===== src/rtl/dpc_pkg.sv =====
package dpc_pkg;
    localparam int DATA_W = 32;
    localparam int ADDR_W = 4;
    localparam int NUM_EV = 5;

    localparam logic [ADDR_W-1:0] REG_CTRL = 4'd0;
    localparam logic [ADDR_W-1:0] REG_CYC  = 4'd1;
    localparam logic [ADDR_W-1:0] REG_EV0  = 4'd2;
    localparam logic [ADDR_W-1:0] REG_CPI  = 4'd2;
    localparam logic [ADDR_W-1:0] REG_LSU  = 4'd5;
    localparam logic [ADDR_W-1:0] REG_FOLD = 4'd6;
    localparam logic [ADDR_W-1:0] REG_PC   = 4'd7;
    localparam logic [ADDR_W-1:0] REG_LAR  = 4'd8;
    localparam logic [ADDR_W-1:0] REG_LSR  = 4'd9;

    localparam logic [DATA_W-1:0] UNLOCK_KEY = 32'hC5AC_CE55;
endpackage


===== src/rtl/dpc_ev_counter.sv =====
module dpc_ev_counter #(
    parameter int W = 8
) (
    input  logic         clk,
    input  logic         rst_n,
    input  logic         inc,
    input  logic         ld,
    input  logic [W-1:0] ld_val,
    output logic [W-1:0] cnt
);
    logic [W-1:0] cnt_d, cnt_q;

    always_comb begin
        cnt_d = cnt_q;
        if (inc) cnt_d = cnt_q + 1'b1;
        if (ld)  cnt_d = ld_val;
    end

    always_ff @(posedge clk or negedge rst_n) begin
        if (!rst_n) cnt_q <= '0;
        else        cnt_q <= cnt_d;
    end

    assign cnt = cnt_q;
endmodule


===== src/rtl/dpc_lock.sv =====
module dpc_lock
    import dpc_pkg::*;
(
    input  logic              clk,
    input  logic              rst_n,
    input  logic              key_wr,
    input  logic [DATA_W-1:0] key_val,
    output logic              locked
);
    logic locked_d, locked_q;

    always_comb begin
        locked_d = locked_q;
        if (key_wr) locked_d = (key_val != UNLOCK_KEY);
    end

    always_ff @(posedge clk or negedge rst_n) begin
        if (!rst_n) locked_q <= 1'b1;
        else        locked_q <= locked_d;
    end

    assign locked = locked_q;
endmodule


===== src/rtl/dpc_top.sv =====
module dpc_top
    import dpc_pkg::*;
#(
    parameter int NUM_COMP = 4,
    parameter int EV_W     = 8,
    parameter int CYC_W    = 32
) (
    input  logic              clk,
    input  logic              rst_n,
    input  logic              trace_en,
    input  logic              ev_cpi,
    input  logic              ev_exc,
    input  logic              ev_sleep,
    input  logic              ev_lsu,
    input  logic              ev_fold,
    input  logic [31:0]       core_pc,
    input  logic              core_pc_vld,
    input  logic              bus_sel,
    input  logic              bus_wr,
    input  logic [ADDR_W-1:0] bus_addr,
    input  logic [DATA_W-1:0] bus_wdata,
    output logic [DATA_W-1:0] bus_rdata
);
    localparam logic [3:0] NCOMP_F = 4'(NUM_COMP);
    localparam logic [3:0] ABSENT_F = 4'b1100;

    typedef struct packed {
        logic             cyc_en;
        logic [CYC_W-1:0] cyc;
        logic [31:0]      pc;
    } state_t;

    state_t st_d, st_q;
    logic   locked;
    logic   wr_ok;
    logic   key_wr;
    logic [NUM_EV-1:0] ev_vec;
    logic [EV_W-1:0]   ev_cnt [NUM_EV];

    assign wr_ok  = bus_sel && bus_wr && !locked;
    assign key_wr = bus_sel && bus_wr && (bus_addr == REG_LAR);
    assign ev_vec = {ev_fold, ev_lsu, ev_sleep, ev_exc, ev_cpi && !ev_lsu};

    dpc_lock u_lock (
        .clk     (clk),
        .rst_n   (rst_n),
        .key_wr  (key_wr),
        .key_val (bus_wdata),
        .locked  (locked)
    );

    for (genvar i = 0; i < NUM_EV; i++) begin : g_ev
        dpc_ev_counter #(.W(EV_W)) u_cnt (
            .clk    (clk),
            .rst_n  (rst_n),
            .inc    (ev_vec[i]),
            .ld     (wr_ok && (bus_addr == REG_EV0 + ADDR_W'(i))),
            .ld_val (bus_wdata[EV_W-1:0]),
            .cnt    (ev_cnt[i])
        );
    end

    always_comb begin
        st_d = st_q;
        if (st_q.cyc_en) st_d.cyc = st_q.cyc + 1'b1;
        if (wr_ok && bus_addr == REG_CYC) st_d.cyc = bus_wdata[CYC_W-1:0];
        if (wr_ok && bus_addr == REG_CTRL && trace_en) st_d.cyc_en = bus_wdata[0];
        if (core_pc_vld) st_d.pc = core_pc;
    end

    always_ff @(posedge clk or negedge rst_n) begin
        if (!rst_n) st_q <= '0;
        else        st_q <= st_d;
    end

    always_comb begin
        bus_rdata = '0;
        case (bus_addr)
            REG_CTRL: bus_rdata = {NCOMP_F, ABSENT_F, 23'd0, st_q.cyc_en};
            REG_CYC:  bus_rdata = DATA_W'(st_q.cyc);
            REG_PC:   bus_rdata = st_q.pc;
            REG_LSR:  bus_rdata = {30'd0, locked, 1'b1};
            default: begin
                for (int i = 0; i < NUM_EV; i++) begin
                    if (bus_addr == REG_EV0 + ADDR_W'(i)) bus_rdata = DATA_W'(ev_cnt[i]);
                end
            end
        endcase
    end
endmodule


===== config.mk =====
export PLATFORM = sky130hd
export DESIGN_NAME = dpc_top
export DESIGN_NICKNAME = d
export VERILOG_FILES = /design/src/rtl/dpc_pkg.sv /design/src/rtl/dpc_ev_counter.sv /design/src/rtl/dpc_lock.sv /design/src/rtl/dpc_top.sv
export SDC_FILE = /design/constraint.sdc
export NUM_CORES = 1
export LEC_CHECK = 0
export ABC_AREA = 1
export CAP_MARGIN = 30
export CORE_ASPECT_RATIO = 1.75
export CORE_MARGIN = 8
export CORE_UTILIZATION = 50
export CTS_BUF_LIST = sky130_fd_sc_hd__clkbuf_8 sky130_fd_sc_hd__clkbuf_16
export DETAILED_ROUTE_END_ITERATION = 16
export GPL_TIMING_DRIVEN = 0
export PLACE_DENSITY = 0.76
export SYNTH_ARGS = -nofsm -noshare
export SYNTH_HDL_FRONTEND = slang
export SYNTH_SLANG_ARGS = --single-unit

===== constraint.sdc =====
create_clock -name clk -period 4.6 [get_ports clk]
set_input_delay 1.38 -clock clk [delete_from_list [all_inputs] [get_ports clk]]
set_output_delay 1.38 -clock clk [all_outputs]
set_load 0.1 [all_outputs]

==> results.md <==
- Clock skew: 0.0120 ns
- Port bufs: 109
- CTS tree: yes
- Vias in the first global route: 7066
- First-pass GRT wire length: 37000 um
- CP Cell Sequence: clkdlybuf4s50_1 > inv_1 > nand2_2 > inv_1 > nand2_2 > buf_6 > nor2_1 > nor2_1 > nand4_1 > buf_6
- Slew Viols, Final: 0
- Max stage delay on crit path: 0.56 ns
- Via count: 7002
- Post-CTS Setup Bufs: 0
- Outcome: complete, no violations
- Cell Rows: 56
- Min-delay worst type: reg2reg
- Initial DRC Count: 452
- Routed len/inst: 18.4 um
- PD cells: 419 mW/mm^2
- Initial antenna violation count: 0
- Via density: 5.47
- Remaining antenna violation count: 0
- Worst EP arrival: 3.14 ns
- DRC viols: 0
- CP Launch Type: input pin
- Core area: 0.0132 sq mm
- Final worst-path cycle share: 0.982
- GP Congestion: 1.02
- Most frequent cells after synthesis: nand2_1 (344), inv_1 (121), dfrtp_1 (105)
- Final hold slack: 0.491 ns
- # IOs: 111
- GRT overflow: 0
- Setup Crit Path Kind: in2out
- Synth top area cells: dfrtp_1 (39%), nand2_1 (19%), inv_1 (6.8%)
- Initial Util: 0.503
- Layout cell share with drive strength beyond 1: 0.0869
- Root buffer cell: clkbuf_16
- Post-CTS Resized: 201
- # setup viols final: 0
- Slowest cell on crit path: clkdlybuf4s50_1
- Final core occ: 0.631
- Pleak: 3.90 nW
- Hold Violations, Final: 0
- Cell count after synthesis: 979
- Tightest Pin Transition: 0.683 ns
- Register area share after synthesis: 0.398
- Yosys top cell by area: dfrtp_1
- Routed WL: 23600 um
- CP Max Fanout: 10
- Nets@finish: 1185
- Flops & latches, synth: 106
- Async S/R FF share, synth: 1.00
- Max clock buf depth: 2
- Total CTS buffers: 9
- Worst-Skew Late Latency: 0.36 ns
- Drt first pass iters: 7
- Max Clk Rate: 221 MHz
- Mapped Area: 0.00667 sq mm
- Estimated wirelength of the detail-placed design: 18300 um
- Cell with the most instances after synthesis: nand2_1
- Clock transition at the registers of the reported paths: 0.07 ns
- Die ar.: 0.0174 sq mm
- Diode count: 0
- Largest net degree at the start of global routing: 59
- Main flop type after synthesis: dfrtp_1
- Number of clock sinks: 106
- CP Data Required Time: 3.22 ns
- Die height: 169 um
- Unique masters post-synth: 28
- GRT Overall Usage: 0.282
- Post-synth EDFFs: 0
- Max_cap viols: 0
- Slew margin rel.: 0.545
- Tmin final: 4.52 ns
- IR drop worst, VDD: 0.300 mV
- Syn nets: 1064
- Post-CTS Hold Buffers: 0
- Critical path capture point type: output port
- Average cell area after synthesis: 6.81 sq um
- Die width: 103 um
- CTS H-tree lvls: 3
- Share of the synthesized area in the top cell type: 0.394
- Area grow syn2layout: 25.4%
- Unrepaired setup endpoints after global routing: yes
- Synth warnings: 0
[cells by family (layout without fill, tap and decap cells)]
logic type,Yosys count,after routing,share of synthesized area
adder cells (fa/ha/maj),6,6,0.0113
buffers and inverters,150,276,0.0861
XOR/XNOR,37,37,0.0486
AND/OR/NAND/NOR,549,549,0.341
AO/OA/AOI/OAI,131,131,0.115
flip-flops,106,106,0.398
[critical path: cells and delay by family]
kind | cells | cell delay (ns)
and+or+nand+nor | 5 | 0.62
buffers and inverters | 5 | 1.13
[final timing paths]
path | to | cells past startpoint | slack, ns | startpoint
setup / recovery | bus_rdata[1] | 10 | 0.08 | bus_addr[3]
hold / removal | u_lock.locked | 2 | 0.49 | u_lock.locked
setup reg to reg | st_q[42] | 8 | 2.65 | st_q[32]
hold reg to reg | u_lock.locked | 2 | 0.49 | u_lock.locked
max in group asynchronous | g_ev[4].u_cnt.cnt[5] | 2 | 2.82 | rst_n
min in group asynchronous | st_q[13] | 1 | 1.04 | rst_n
[cell type report]
cell class                      count  area [sq um]
Fill cell                        1218          4880
Multi-Input combinational cell    723          3490
Sequential cell                   106          2650
Timing Repair Buffer              110          1110
Inverter                          127           477
Clock buffer                        9           225
Tap cell                          174           218
Buffer                             23           111
Clock inverter                      7          71.3
[report_power, final]
group	total (mW)	internal, mW	switching [mW]
Clock	0.788	0.385	0.404
Sequential	1.56	1.20	0.354
Combinational	1.16	0.428	0.729
Total	3.50	2.02	1.49
[placed cells by master, fill, tap and decap left out, drive strengths merged, types with 2 or more instances in the layout]
master	count
o21ai	66
o211ai	13
dfrtp	105
xnor2	5
buf	42
nor2	104
clkinv	2
clkdlybuf4s50	74
a21oi	18
ha	6
clkinvlp	2
o22ai	20
dlymetal6s2s	2
nand2	350
nand3b	3
nand4	16
nor3	11
inv	130
nand3	64
clkbuf	24
o221ai	13
xor2	32
[metrics by stage]
stage          TNS [ns]  instances  setup WS [ns]  total power, mW  instance area [sq um]
6_report              0       1279         0.0833             3.50                   8360
5_1_grt         -0.0885       1279        -0.0444             3.71                   8360
4_1_cts         -0.0220       1279        -0.0220             3.48                   8270
3_5_place_dp     -28.26       1263         -0.954             2.68                   8030
3_3_place_gp    -247.94       1262          -2.09             2.66                   8000
2_1_floorplan     -4.08        979         -0.269             2.28                   6690
[layer usage]
| layer | track usage | routed length [um] | up-vias | share of wire |
|---|---|---|---|---|
| met5 | 0 | 0 | - | 0 |
| met4 | 0.208 | 1670 | 0 | 0.071 |
| met3 | 0.0333 | 1080 | 90 | 0.046 |
| met2 | 0.503 | 12600 | 274 | 0.53 |
| met1 | 0.290 | 8240 | 3266 | 0.35 |
| li1 | - | - | 3372 | - |
[registers in the layout, summed over array words and instances, names as in the netlist]
signal / flops
u_lock.locked: 1
st_q: 65
g_ev.u_cnt.cnt: 40
Note: power is estimated with default switching activity, not from simulation.
